### config.mk
export PLATFORM = sky130hd
export DESIGN_NAME = wdog_keyseq
export DESIGN_NICKNAME = d
export VERILOG_FILES = /design/src/rtl/wdog_pkg.sv /design/src/rtl/wdog_datapath.sv /design/src/rtl/wdog_ctrl.sv /design/src/rtl/wdog_keyseq.sv
export SDC_FILE = /design/constraint.sdc
export NUM_CORES = 1
export LEC_CHECK = 0
export BUFFER_PORTS_ARGS = -buffer_cell sky130_fd_sc_hd__buf_2
export CAP_MARGIN = 30
export CORE_AREA = 2 2 143 145
export CTS_CLUSTER_DIAMETER = 120
export DETAILED_ROUTE_END_ITERATION = 10
export DIE_AREA = 0 0 145 147
export GPL_TIMING_DRIVEN = 0
export PLACE_DENSITY = 0.49
export SLEW_MARGIN = 40
export SYNTH_ARGS = -nofsm -noshare
export SYNTH_HDL_FRONTEND = slang
export SYNTH_SLANG_ARGS = --single-unit
### constraint.sdc
create_clock -name clk -period 2.52 [get_ports clk]
set_input_delay 0.126 -clock clk [delete_from_list [all_inputs] [get_ports clk]]
set_output_delay 0.126 -clock clk [all_outputs]
set_load 0.01 [all_outputs]
### src/rtl/wdog_pkg.sv
package wdog_pkg;
  localparam int DATA_W = 32;
  localparam int ADDR_W = 8;

  localparam logic [ADDR_W-1:0] ADR_SYSCFG   = 8'h10;
  localparam logic [ADDR_W-1:0] ADR_SYSSTAT  = 8'h14;
  localparam logic [ADDR_W-1:0] ADR_COUNT    = 8'h28;
  localparam logic [ADDR_W-1:0] ADR_LOAD     = 8'h2C;
  localparam logic [ADDR_W-1:0] ADR_KICK     = 8'h30;
  localparam logic [ADDR_W-1:0] ADR_POSTSTAT = 8'h34;
  localparam logic [ADDR_W-1:0] ADR_KEY      = 8'h48;

  localparam int POST_BIT = 4;

  localparam logic [DATA_W-1:0] KEY_STOP_A  = 32'h0000_AAAA;
  localparam logic [DATA_W-1:0] KEY_STOP_B  = 32'h0000_5555;
  localparam logic [DATA_W-1:0] KEY_START_A = 32'h0000_BBBB;
  localparam logic [DATA_W-1:0] KEY_START_B = 32'h0000_4444;

  typedef enum logic [1:0] {
    SEQ_IDLE       = 2'd0,
    SEQ_STOP_HALF  = 2'd1,
    SEQ_START_HALF = 2'd2
  } seqState_t;

  typedef struct packed {
    logic cntEnable;
    logic doKick;
    logic loadWr;
    logic clear;
  } dpStrobe_t;
endpackage

### src/rtl/wdog_datapath.sv
module wdog_datapath
  import wdog_pkg::*;
#(
  parameter int CNT_W = 32,
  parameter logic [CNT_W-1:0] LOAD_INIT = 'hFFFF0000
) (
  input  logic             clk,
  input  logic             rst_n,
  input  logic             tick,
  input  dpStrobe_t        stb,
  input  logic [CNT_W-1:0] wrData,
  output logic [CNT_W-1:0] cntVal,
  output logic [CNT_W-1:0] loadVal,
  output logic             resetReq
);
  localparam logic [CNT_W-1:0] CNT_MAX = {CNT_W{1'b1}};

  logic [CNT_W-1:0] cntQ;
  logic [CNT_W-1:0] loadQ;
  logic             reqQ;
  logic             stepNow;
  logic             wrapNow;

  assign stepNow = tick && stb.cntEnable;
  assign wrapNow = stepNow && (cntQ == CNT_MAX);

  // reload register
  always_ff @(posedge clk or negedge rst_n) begin
    if (!rst_n) begin
      loadQ <= LOAD_INIT;
    end else if (stb.clear) begin
      loadQ <= LOAD_INIT;
    end else if (stb.loadWr) begin
      loadQ <= wrData;
    end
  end

  // up-counter with overflow reload
  always_ff @(posedge clk or negedge rst_n) begin
    if (!rst_n) begin
      cntQ <= LOAD_INIT;
      reqQ <= 1'b0;
    end else if (stb.clear) begin
      cntQ <= LOAD_INIT;
      reqQ <= 1'b0;
    end else begin
      reqQ <= wrapNow;
      if (wrapNow || stb.doKick) begin
        cntQ <= loadQ;
      end else if (stepNow) begin
        cntQ <= cntQ + 1'b1;
      end
    end
  end

  assign cntVal   = cntQ;
  assign loadVal  = loadQ;
  assign resetReq = reqQ;
endmodule

### src/rtl/wdog_ctrl.sv
module wdog_ctrl
  import wdog_pkg::*;
#(
  parameter int CNT_W       = 32,
  parameter int POST_TICKS  = 4,
  parameter int SRST_CYCLES = 16
) (
  input  logic              clk,
  input  logic              rst_n,
  input  logic              tick,
  input  logic [ADDR_W-1:0] busAddr,
  input  logic [DATA_W-1:0] busWdata,
  input  logic              busWe,
  input  logic [CNT_W-1:0]  cntVal,
  input  logic [CNT_W-1:0]  loadVal,
  output logic [DATA_W-1:0] busRdata,
  output dpStrobe_t         stb,
  output logic              pendFlag,
  output logic              srstBusy,
  output logic              cntEnable
);
  localparam int PEND_W = $clog2(POST_TICKS + 1);
  localparam int SRST_W = $clog2(SRST_CYCLES + 1);

  logic              busyQ;
  logic              doneQ;
  logic [SRST_W-1:0] srstCntQ;
  logic              wrOk;
  logic              sysCfgWr;
  logic              keyWr;

  logic              pendQ;
  logic [PEND_W-1:0] pendCntQ;
  logic [DATA_W-1:0] postedKeyQ;
  seqState_t         seqQ;
  seqState_t         seqNext;
  logic              enQ;
  logic              enNext;

  assign wrOk     = busWe && !busyQ;
  assign sysCfgWr = wrOk && (busAddr == ADR_SYSCFG);
  assign keyWr    = wrOk && (busAddr == ADR_KEY);

  // soft-reset sequencer
  always_ff @(posedge clk or negedge rst_n) begin
    if (!rst_n) begin
      busyQ    <= 1'b0;
      doneQ    <= 1'b1;
      srstCntQ <= '0;
    end else if (busyQ) begin
      if (srstCntQ == SRST_W'(1)) begin
        busyQ <= 1'b0;
        doneQ <= 1'b1;
      end
      srstCntQ <= srstCntQ - 1'b1;
    end else if (sysCfgWr && busWdata[0]) begin
      busyQ    <= 1'b1;
      doneQ    <= 1'b0;
      srstCntQ <= SRST_W'(SRST_CYCLES);
    end
  end

  // key sequence decode on the posted word
  always_comb begin
    seqNext = SEQ_IDLE;
    enNext  = enQ;
    unique case (seqQ)
      SEQ_STOP_HALF: begin
        if (postedKeyQ == KEY_STOP_B) enNext = 1'b0;
      end
      SEQ_START_HALF: begin
        if (postedKeyQ == KEY_START_B) enNext = 1'b1;
      end
      default: begin
        if (postedKeyQ == KEY_STOP_A)       seqNext = SEQ_STOP_HALF;
        else if (postedKeyQ == KEY_START_A) seqNext = SEQ_START_HALF;
      end
    endcase
  end

  // write posting and run state
  always_ff @(posedge clk or negedge rst_n) begin
    if (!rst_n) begin
      pendQ      <= 1'b0;
      pendCntQ   <= '0;
      postedKeyQ <= '0;
      seqQ       <= SEQ_IDLE;
      enQ        <= 1'b1;
    end else if (busyQ) begin
      pendQ      <= 1'b0;
      pendCntQ   <= '0;
      postedKeyQ <= '0;
      seqQ       <= SEQ_IDLE;
      enQ        <= 1'b1;
    end else if (keyWr && !pendQ) begin
      pendQ      <= 1'b1;
      pendCntQ   <= PEND_W'(POST_TICKS);
      postedKeyQ <= busWdata;
    end else if (pendQ && tick) begin
      if (pendCntQ == PEND_W'(1)) begin
        pendQ <= 1'b0;
        seqQ  <= seqNext;
        enQ   <= enNext;
      end
      pendCntQ <= pendCntQ - 1'b1;
    end
  end

  // strobes to the datapath
  always_comb begin
    stb.cntEnable = enQ;
    stb.doKick    = wrOk && (busAddr == ADR_KICK);
    stb.loadWr    = wrOk && (busAddr == ADR_LOAD);
    stb.clear     = busyQ;
  end

  // register read mux
  always_comb begin
    busRdata = '0;
    unique case (busAddr)
      ADR_SYSCFG:   busRdata[0] = busyQ;
      ADR_SYSSTAT:  busRdata[0] = doneQ;
      ADR_COUNT:    busRdata = DATA_W'(cntVal);
      ADR_LOAD:     busRdata = DATA_W'(loadVal);
      ADR_POSTSTAT: busRdata[POST_BIT] = pendQ;
      default:      busRdata = '0;
    endcase
  end

  assign pendFlag  = pendQ;
  assign srstBusy  = busyQ;
  assign cntEnable = enQ;
endmodule

### src/rtl/wdog_keyseq.sv
module wdog_keyseq
  import wdog_pkg::*;
#(
  parameter int CNT_W = 32,
  parameter logic [CNT_W-1:0] LOAD_INIT = 'hFFFF0000,
  parameter int POST_TICKS  = 4,
  parameter int SRST_CYCLES = 16
) (
  input  logic        clk,
  input  logic        rst_n,
  input  logic        tick,
  input  logic [7:0]  busAddr,
  input  logic [31:0] busWdata,
  input  logic        busWe,
  output logic [31:0] busRdata,
  output logic        resetReq
);
  dpStrobe_t        stb;
  logic [CNT_W-1:0] cntVal;
  logic [CNT_W-1:0] loadVal;
  logic             pendFlag;
  logic             srstBusy;
  logic             cntEnable;

  wdog_ctrl #(
    .CNT_W(CNT_W), .POST_TICKS(POST_TICKS), .SRST_CYCLES(SRST_CYCLES)
  ) u_ctrl (
    .clk(clk), .rst_n(rst_n), .tick(tick),
    .busAddr(busAddr), .busWdata(busWdata), .busWe(busWe),
    .cntVal(cntVal), .loadVal(loadVal), .busRdata(busRdata),
    .stb(stb), .pendFlag(pendFlag), .srstBusy(srstBusy),
    .cntEnable(cntEnable)
  );

  wdog_datapath #(
    .CNT_W(CNT_W), .LOAD_INIT(LOAD_INIT)
  ) u_dp (
    .clk(clk), .rst_n(rst_n), .tick(tick), .stb(stb),
    .wrData(busWdata[CNT_W-1:0]),
    .cntVal(cntVal), .loadVal(loadVal), .resetReq(resetReq)
  );
endmodule

* After elaboration in Yosys (flattened, before gate mapping)
Cells that the tools add are included.
** Operators by class
- Eq/ne operators :: 20
- Reduce and logical (&&, ||, !) cells :: 27
- Muxes and demuxes :: 41
- Add/subtract/negate cells :: 3
** Operator list (count)
- 32-bit 2-to-1 mux :: 7
- 32-bit by 15-bit == test with 1-bit output (second input constant) :: 2
- 32-bit by 16-bit == test with 1-bit output (second input constant) :: 2
- 27-bit one-hot mux with 2 select lines :: 1
- 32-bit by 1-bit adder with 32-bit output (second input constant) :: 1
- 32-bit == test (second input constant) :: 1
- 8-bit by 6-bit == test with 1-bit output (second input constant) :: 4
- 1-bit 2-to-1 mux :: 17
- 8-bit by 5-bit == test with 1-bit output (second input constant) :: 2
- 2-bit 2-to-1 mux :: 7
- 3-bit nonzero test :: 4
- 1-bit logical AND :: 10
- 5-bit 2-to-1 mux :: 2
- 2-bit nonzero test :: 5
- 3-bit 2-to-1 mux :: 3
- 8-bit by 7-bit == test with 1-bit output (second input constant) :: 1
- 3-bit by 1-bit inequality test with 1-bit output (second input constant) :: 2
- 3-bit one-hot mux with 2 select lines :: 1
- 6-bit AND reduction :: 1
- 5-bit by 1-bit == test with 1-bit output (second input constant) :: 1
- 5-bit by 1-bit subtractor with 5-bit output (second input constant) :: 1
- 1-bit one-hot mux with 4 select lines :: 1
- 2-bit AND reduction :: 2
- 3-bit by 1-bit == test with 1-bit output (second input constant) :: 1
- 11 further kinds :: 12
** Word-level totals
- Output and inout bits :: 33
- Flip-flop bits (word level) :: 111

* Depth between registers and ports, before layout
- Depth after elaboration :: 8
- Gate-level depth with buffers :: 8
- Depth with buffers taken out :: 6

* By module
A second synthesis with hierarchy kept.
** Unflattened totals
- Cells, all modules :: 658
- Area, all modules :: 6119.6 µm²
** By module, submodules not included
- wdog_datapath :: cells an instance 379, area each 3517.1 µm², times used 1
- wdog_ctrl :: cells an instance 279, area each 2602.5 µm², times used 1

* Least setup slack after synthesis
Ideal clock, no wire load.
- Path type :: reg-to-reg
- Start :: register u_ctrl.enQ (netlist: u_ctrl.cntEnable)
- End :: register u_dp.cntQ[29] (netlist: u_dp.cntVal[29])
- Path buffers :: 2
- Path slack :: 0.576 ns
- Arrival time :: 1.847 ns
- Setup time :: 0.098 ns
- Cell stages (with the launch flop) :: 8
- Period minus slack after synthesis :: 1.944 ns
- Cells stage by stage :: dfstp_2 > nand4_1 > nor4_1 > buf_2 > a41oi_4 > clkbuf_1 > nor3_1 > a21oi_1
** On the way
- Word-level cells in the longest chain between the ends :: 5
- Elaborated cells on any way between the ends :: 6
- Those cells by class :: mux: 2; reduce/logical: 4
** Ends and longest elaborated chain
- start: declaration :: RTL line wdog_ctrl.sv:37 : logic enQ;
- start signal: assignment :: RTL line wdog_ctrl.sv:103 : enQ <= enNext;
- 1-bit logical AND (*) :: RTL line wdog_datapath.sv:24 : assign stepNow = tick && stb.cntEnable;
- 1-bit logical AND :: RTL line wdog_datapath.sv:25 : assign wrapNow = stepNow && (cntQ == CNT_MAX);
- 1-bit logical OR :: RTL line wdog_datapath.sv:48 : if (wrapNow || stb.doKick) begin
- 32-bit 2-to-1 mux :: RTL line wdog_datapath.sv:48
- 32-bit 2-to-1 mux :: RTL line wdog_datapath.sv:43 : end else if (stb.clear) begin
- end signal: assignment :: RTL line wdog_datapath.sv:49 : cntQ <= loadQ;
- end signal: assignment :: RTL line wdog_datapath.sv:51 : cntQ <= cntQ + 1'b1;
- end: declaration :: RTL line wdog_datapath.sv:18 : logic [CNT_W-1:0] cntQ;
Mark *: on every way between the ends. The rest lies on a longest branch, timed or not.
A chain may end at the register's enable or synchronous reset.

* Worst setup path in the final report
- Start :: register u_ctrl.enQ (netlist: u_ctrl.cntEnable)
- End :: register u_dp.cntQ[23] (netlist: u_dp.cntVal[23])
Same word-level chain as after synthesis.

==> results.py <==
metrics = {
    "worst_hold_path": {
        "hold_path_class": "input pin to register",
    },
    "global_routing": {
        "antenna_violations_before_repair": 0,
        "global_route_wire_length_before_repair_um": 28800,
        "gr_ovfl_total": 0,
        "grt_pass1_vias": 4991,
        "largest_net_degree_at_the_start_of_global_routing": 66,
        "grt_use_total_pct": 17.4,
    },
    "synth": {
        "synth_largest_type_area_fraction_pct": 32.9,
        "ys.flop_type": "sky130_fd_sc_hd__dfrtp_1",
        "netlist_top_cells_area": "sky130_fd_sc_hd__dfrtp_1 (33%), sky130_fd_sc_hd__dfstp_2 (15%), sky130_fd_sc_hd__nand2_1 (12%)",
        "synth_warnings": 0,
        "postSynthAreaPerCell_um2": 8.85,
        "mappedNetlistArea_mm2": 0.00586,
        "number_of_flops_mapped_to_enable_cells_by_yosys": 0,
        "synth.net_count": 713,
        "synth_seq_area_share_pct": 48.1,
        "synth_cells": 662,
        "yosys_register_bits": 111,
        "synth_cell_types": 51,
        "netlist.top_cell.by_area": "sky130_fd_sc_hd__dfrtp_1",
        "asyncSetResetFlopFracSynth_pct": 100,
    },
    "clocking": {
        "number_of_clock_buffers_inserted_by_tritoncts": 9,
        "cts_tree": "built",
        "clkSlewWorstSetupHoldPaths_ns": 0.07,
        "ctsLongestPathBuffers": 2,
        "htree_num_levels": 3,
        "clock_sink_count": 111,
        "root_buffer": "sky130_fd_sc_hd__clkbuf_16",
        "clock_network_latency_to_the_later_pin_of_the_worst_skew_pair_ns": 0.36,
    },
    "routing": {
        "routed_wire_length_per_instance_um": 17.9,
        "drc": 0,
        "drtIter0Drc": 328,
        "avgViaCountPerCell": 4.94,
        "drt_pre_antenna_iters": 5,
        "drtAntennaViolNets": 0,
        "route.final.wire_length_um": 18400,
        "dr_total_vias": 5088,
    },
    "finish": {
        "antenna_cells": 0,
        "design.final.nets": 807,
        "fill_cells": 2090,
        "area_overhead_of_the_layout_relative_to_synthesis_pct": 19.2,
        "post_route_cells_drive_above_1_share_pct": 20.6,
        "postLayoutCellArea_mm2": 0.00698,
    },
    "floorplanning": {
        "design.die.area_mm2": 0.0213,
        "rows": 52,
        "fp.dieH_um": 147,
        "floorplan.initialDensity_pct": 29.5,
        "die_w_um": 145,
        "boundaryPins": 77,
        "core_region_area_mm2": 0.0198,
    },
    "sta": {
        "hold_violations": 0,
        "rsz0062_at_grt": "no",
        "final.min_clock_period_ns": 2.34,
        "timing.slew.headroom_pct": 51.6,
        "achievable-frequency_mhz": 427,
        "timing.final.crit_share_pct": 93.0,
        "tightestPinTransition_ns": 0.716,
        "finalClockSkew_ns": 0.00754,
        "setup_violations": 0,
        "setup_tns_ns": 0,
        "final-max-slew-violation-count": 0,
    },
    "worst_setup_path": {
        "setup.worst_path.start_class": "register",
        "crit_arrival_ns": 2.60,
        "critPathRequiredTime_ns": 2.77,
        "end_kind": "register",
        "worstSetupPathType": "register to register",
        "crit_fanout": 10,
    },
    "run": {
        "cap_viol_max_count": 0,
    },
    "pwr": {
        "design_power_total_mw": 4.24,
        "power.static_leakage_nw": 2.94,
        "power.ir.vdd_worst_mv": 0.307,
        "power_density_mw_per_mm2": 607,
    },
    "run_status": {
        "outcome": "finished, final reports clean",
    },
    "place": {
        "placedInstanceArea_mm2": 0.00661,
        "place.port_buffers": 75,
        "gp_congestion": 0.801,
        "dpl.hpwl_um": 13700,
    },
}
-- worst max-delay path: stages, from the launching register on --
cell	delay, ns
sky130_fd_sc_hd__dfstp_2	0.59
sky130_fd_sc_hd__nand4_1	0.24
sky130_fd_sc_hd__nor4_2	0.35
sky130_fd_sc_hd__buf_4	0.26
sky130_fd_sc_hd__a41oi_4	0.24
sky130_fd_sc_hd__buf_2	0.30
sky130_fd_sc_hd__nor3_1	0.19
sky130_fd_sc_hd__a21oi_1	0.07
-- cell usage in the layout, fill, tap and decap left out, types with 3 or more instances in the layout --
cell type / instances
sky130_fd_sc_hd__dlygate4sd3_1: 5
sky130_fd_sc_hd__nor4_1: 10
sky130_fd_sc_hd__ha_1: 7
sky130_fd_sc_hd__o211ai_1: 8
sky130_fd_sc_hd__and2_1: 3
sky130_fd_sc_hd__nor2_1: 8
sky130_fd_sc_hd__clkbuf_2: 5
sky130_fd_sc_hd__xnor2_1: 22
sky130_fd_sc_hd__nor4_2: 6
sky130_fd_sc_hd__clkbuf_16: 9
sky130_fd_sc_hd__buf_4: 4
sky130_fd_sc_hd__clkbuf_1: 29
sky130_fd_sc_hd__nor4b_1: 5
sky130_fd_sc_hd__and3_1: 5
sky130_fd_sc_hd__nand4_1: 14
sky130_fd_sc_hd__o21ai_0: 25
sky130_fd_sc_hd__dfrtp_1: 77
sky130_fd_sc_hd__a21oi_1: 57
sky130_fd_sc_hd__and4_1: 8
sky130_fd_sc_hd__nand2_1: 188
sky130_fd_sc_hd__xor2_1: 12
sky130_fd_sc_hd__inv_1: 12
sky130_fd_sc_hd__nand3_1: 33
sky130_fd_sc_hd__dfstp_2: 34
sky130_fd_sc_hd__clkinv_2: 3
sky130_fd_sc_hd__a22o_1: 31
sky130_fd_sc_hd__buf_2: 84
sky130_fd_sc_hd__nor3_1: 18
-- timing repair --
action,4_1_cts,5_1_grt
gates resized for setup,1,14
buffers inserted,0,2
hold buffers,5,0
setup endpoints to repair,10,56
endpoints found under the hold margin,51,0
-- where the power goes --
| part | internal [mW] | leakage [nW] | switching, mW |
|---|---|---|---|
| clock network | 0.796 | 0.146 | 0.671 |
| registers | 1.88 | 1.42 | 0.0632 |
| logic | 0.222 | 1.37 | 0.607 |
| total | 2.89 | 2.94 | 1.34 |
-- kinds of logic after synthesis --
family / Yosys count / share of synthesized area [%]
simple gates: 315 / 25.9
compound gates: 134 / 14.8
flops: 111 / 48.1
buf+inv: 59 / 4.19
xor+xnor: 34 / 5.08
fa+ha+maj: 7 / 1.50
mux: 2 / 0.384
-- Yosys cell counts, types with 2 or more instances --
master / instances
sky130_fd_sc_hd__a21oi_1: 57
sky130_fd_sc_hd__a22o_1: 31
sky130_fd_sc_hd__a32oi_1: 2
sky130_fd_sc_hd__and2_1: 3
sky130_fd_sc_hd__and3_1: 5
sky130_fd_sc_hd__and4_1: 8
sky130_fd_sc_hd__buf_1: 2
sky130_fd_sc_hd__buf_2: 10
sky130_fd_sc_hd__clkbuf_1: 33
sky130_fd_sc_hd__dfrtp_1: 77
sky130_fd_sc_hd__dfstp_2: 34
sky130_fd_sc_hd__ha_1: 7
sky130_fd_sc_hd__inv_1: 12
sky130_fd_sc_hd__mux2_2: 2
sky130_fd_sc_hd__nand2_1: 188
sky130_fd_sc_hd__nand3_1: 33
sky130_fd_sc_hd__nand4_1: 14
sky130_fd_sc_hd__nand4b_1: 2
sky130_fd_sc_hd__nor2_1: 8
sky130_fd_sc_hd__nor2b_1: 2
sky130_fd_sc_hd__nor3_1: 18
sky130_fd_sc_hd__nor4_1: 11
sky130_fd_sc_hd__nor4_2: 5
sky130_fd_sc_hd__nor4b_1: 5
sky130_fd_sc_hd__o211ai_1: 8
sky130_fd_sc_hd__o21a_1: 2
sky130_fd_sc_hd__o21ai_0: 25
sky130_fd_sc_hd__o31ai_1: 2
sky130_fd_sc_hd__or3_1: 2
sky130_fd_sc_hd__xnor2_1: 22
sky130_fd_sc_hd__xor2_1: 12
-- area by class of cell --
type	count	area, um^2	area share (%)
Buffer	47	210	3.01
Clock buffer	12	246	3.53
Clock inverter	4	45.0	0.645
Inverter	12	45.0	0.645
Multi-Input combinational cell	492	2800	40.1
Sequential cell	111	2820	40.4
Tap cell	270	338	4.84
Timing Repair Buffer	83	478	6.85
-- final timing paths --
kind                                               from                                end  slack (ns)  depth (start not counted)
max                        u_ctrl.cntEnable$_DFFE_PN1P_        u_dp.cntVal[23]$_DFFE_PN1P_        0.18                          7
min                                        busWdata[24]  u_ctrl.postedKeyQ[24]$_DFFE_PN0P_        0.02                          3
max reg2reg                u_ctrl.cntEnable$_DFFE_PN1P_        u_dp.cntVal[23]$_DFFE_PN1P_        0.18                          7
min reg2reg                u_dp.loadVal[16]$_DFFE_PN1P_       u_dp.loadVal[16]$_DFFE_PN1P_        0.50                          2
max in group asynchronous                         rst_n       u_dp.loadVal[17]$_DFFE_PN1P_        1.59                          3
min in group asynchronous                         rst_n            u_dp.resetReq$_DFF_PN0_        0.27                          2
-- routing by layer --
layer,share of wire (%),global-route usage (%),up-vias
li1,-,-,2515
met1,48,24.7,2445
met2,46,27.1,102
met3,3.6,1.89,26
met4,2.7,7.33,0
met5,0,0,-
-- state kept, by name, indices dropped and copies added (netlist names) --
register	count
u_ctrl.srstBusy	1
u_ctrl.doneQ	1
u_ctrl.pendCntQ	3
u_ctrl.srstCntQ	5
u_dp.loadVal	32
u_ctrl.cntEnable	1
u_dp.resetReq	1
u_ctrl.seqQ	2
u_ctrl.pendFlag	1
u_dp.cntVal	32
u_ctrl.postedKeyQ	32
-- per-stage QoR --
stage | hold slack (ns) | util (%) | std cells | setup slack (ns)
after floorplan | -0.170 | - | 662 | 0.576
after global placement | 0.361 | 33.1 | 1007 | -0.177
after detailed placement | 0.0665 | 33.3 | 1008 | -0.0678
after CTS | 0.00653 | 35.0 | 1029 | 0.00541
after global routing | 0.0245 | 35.2 | 1031 | 0.00544
final | 0.0191 | 35.2 | 1031 | 0.176
Note: power is estimated with default switching activity, not from simulation.
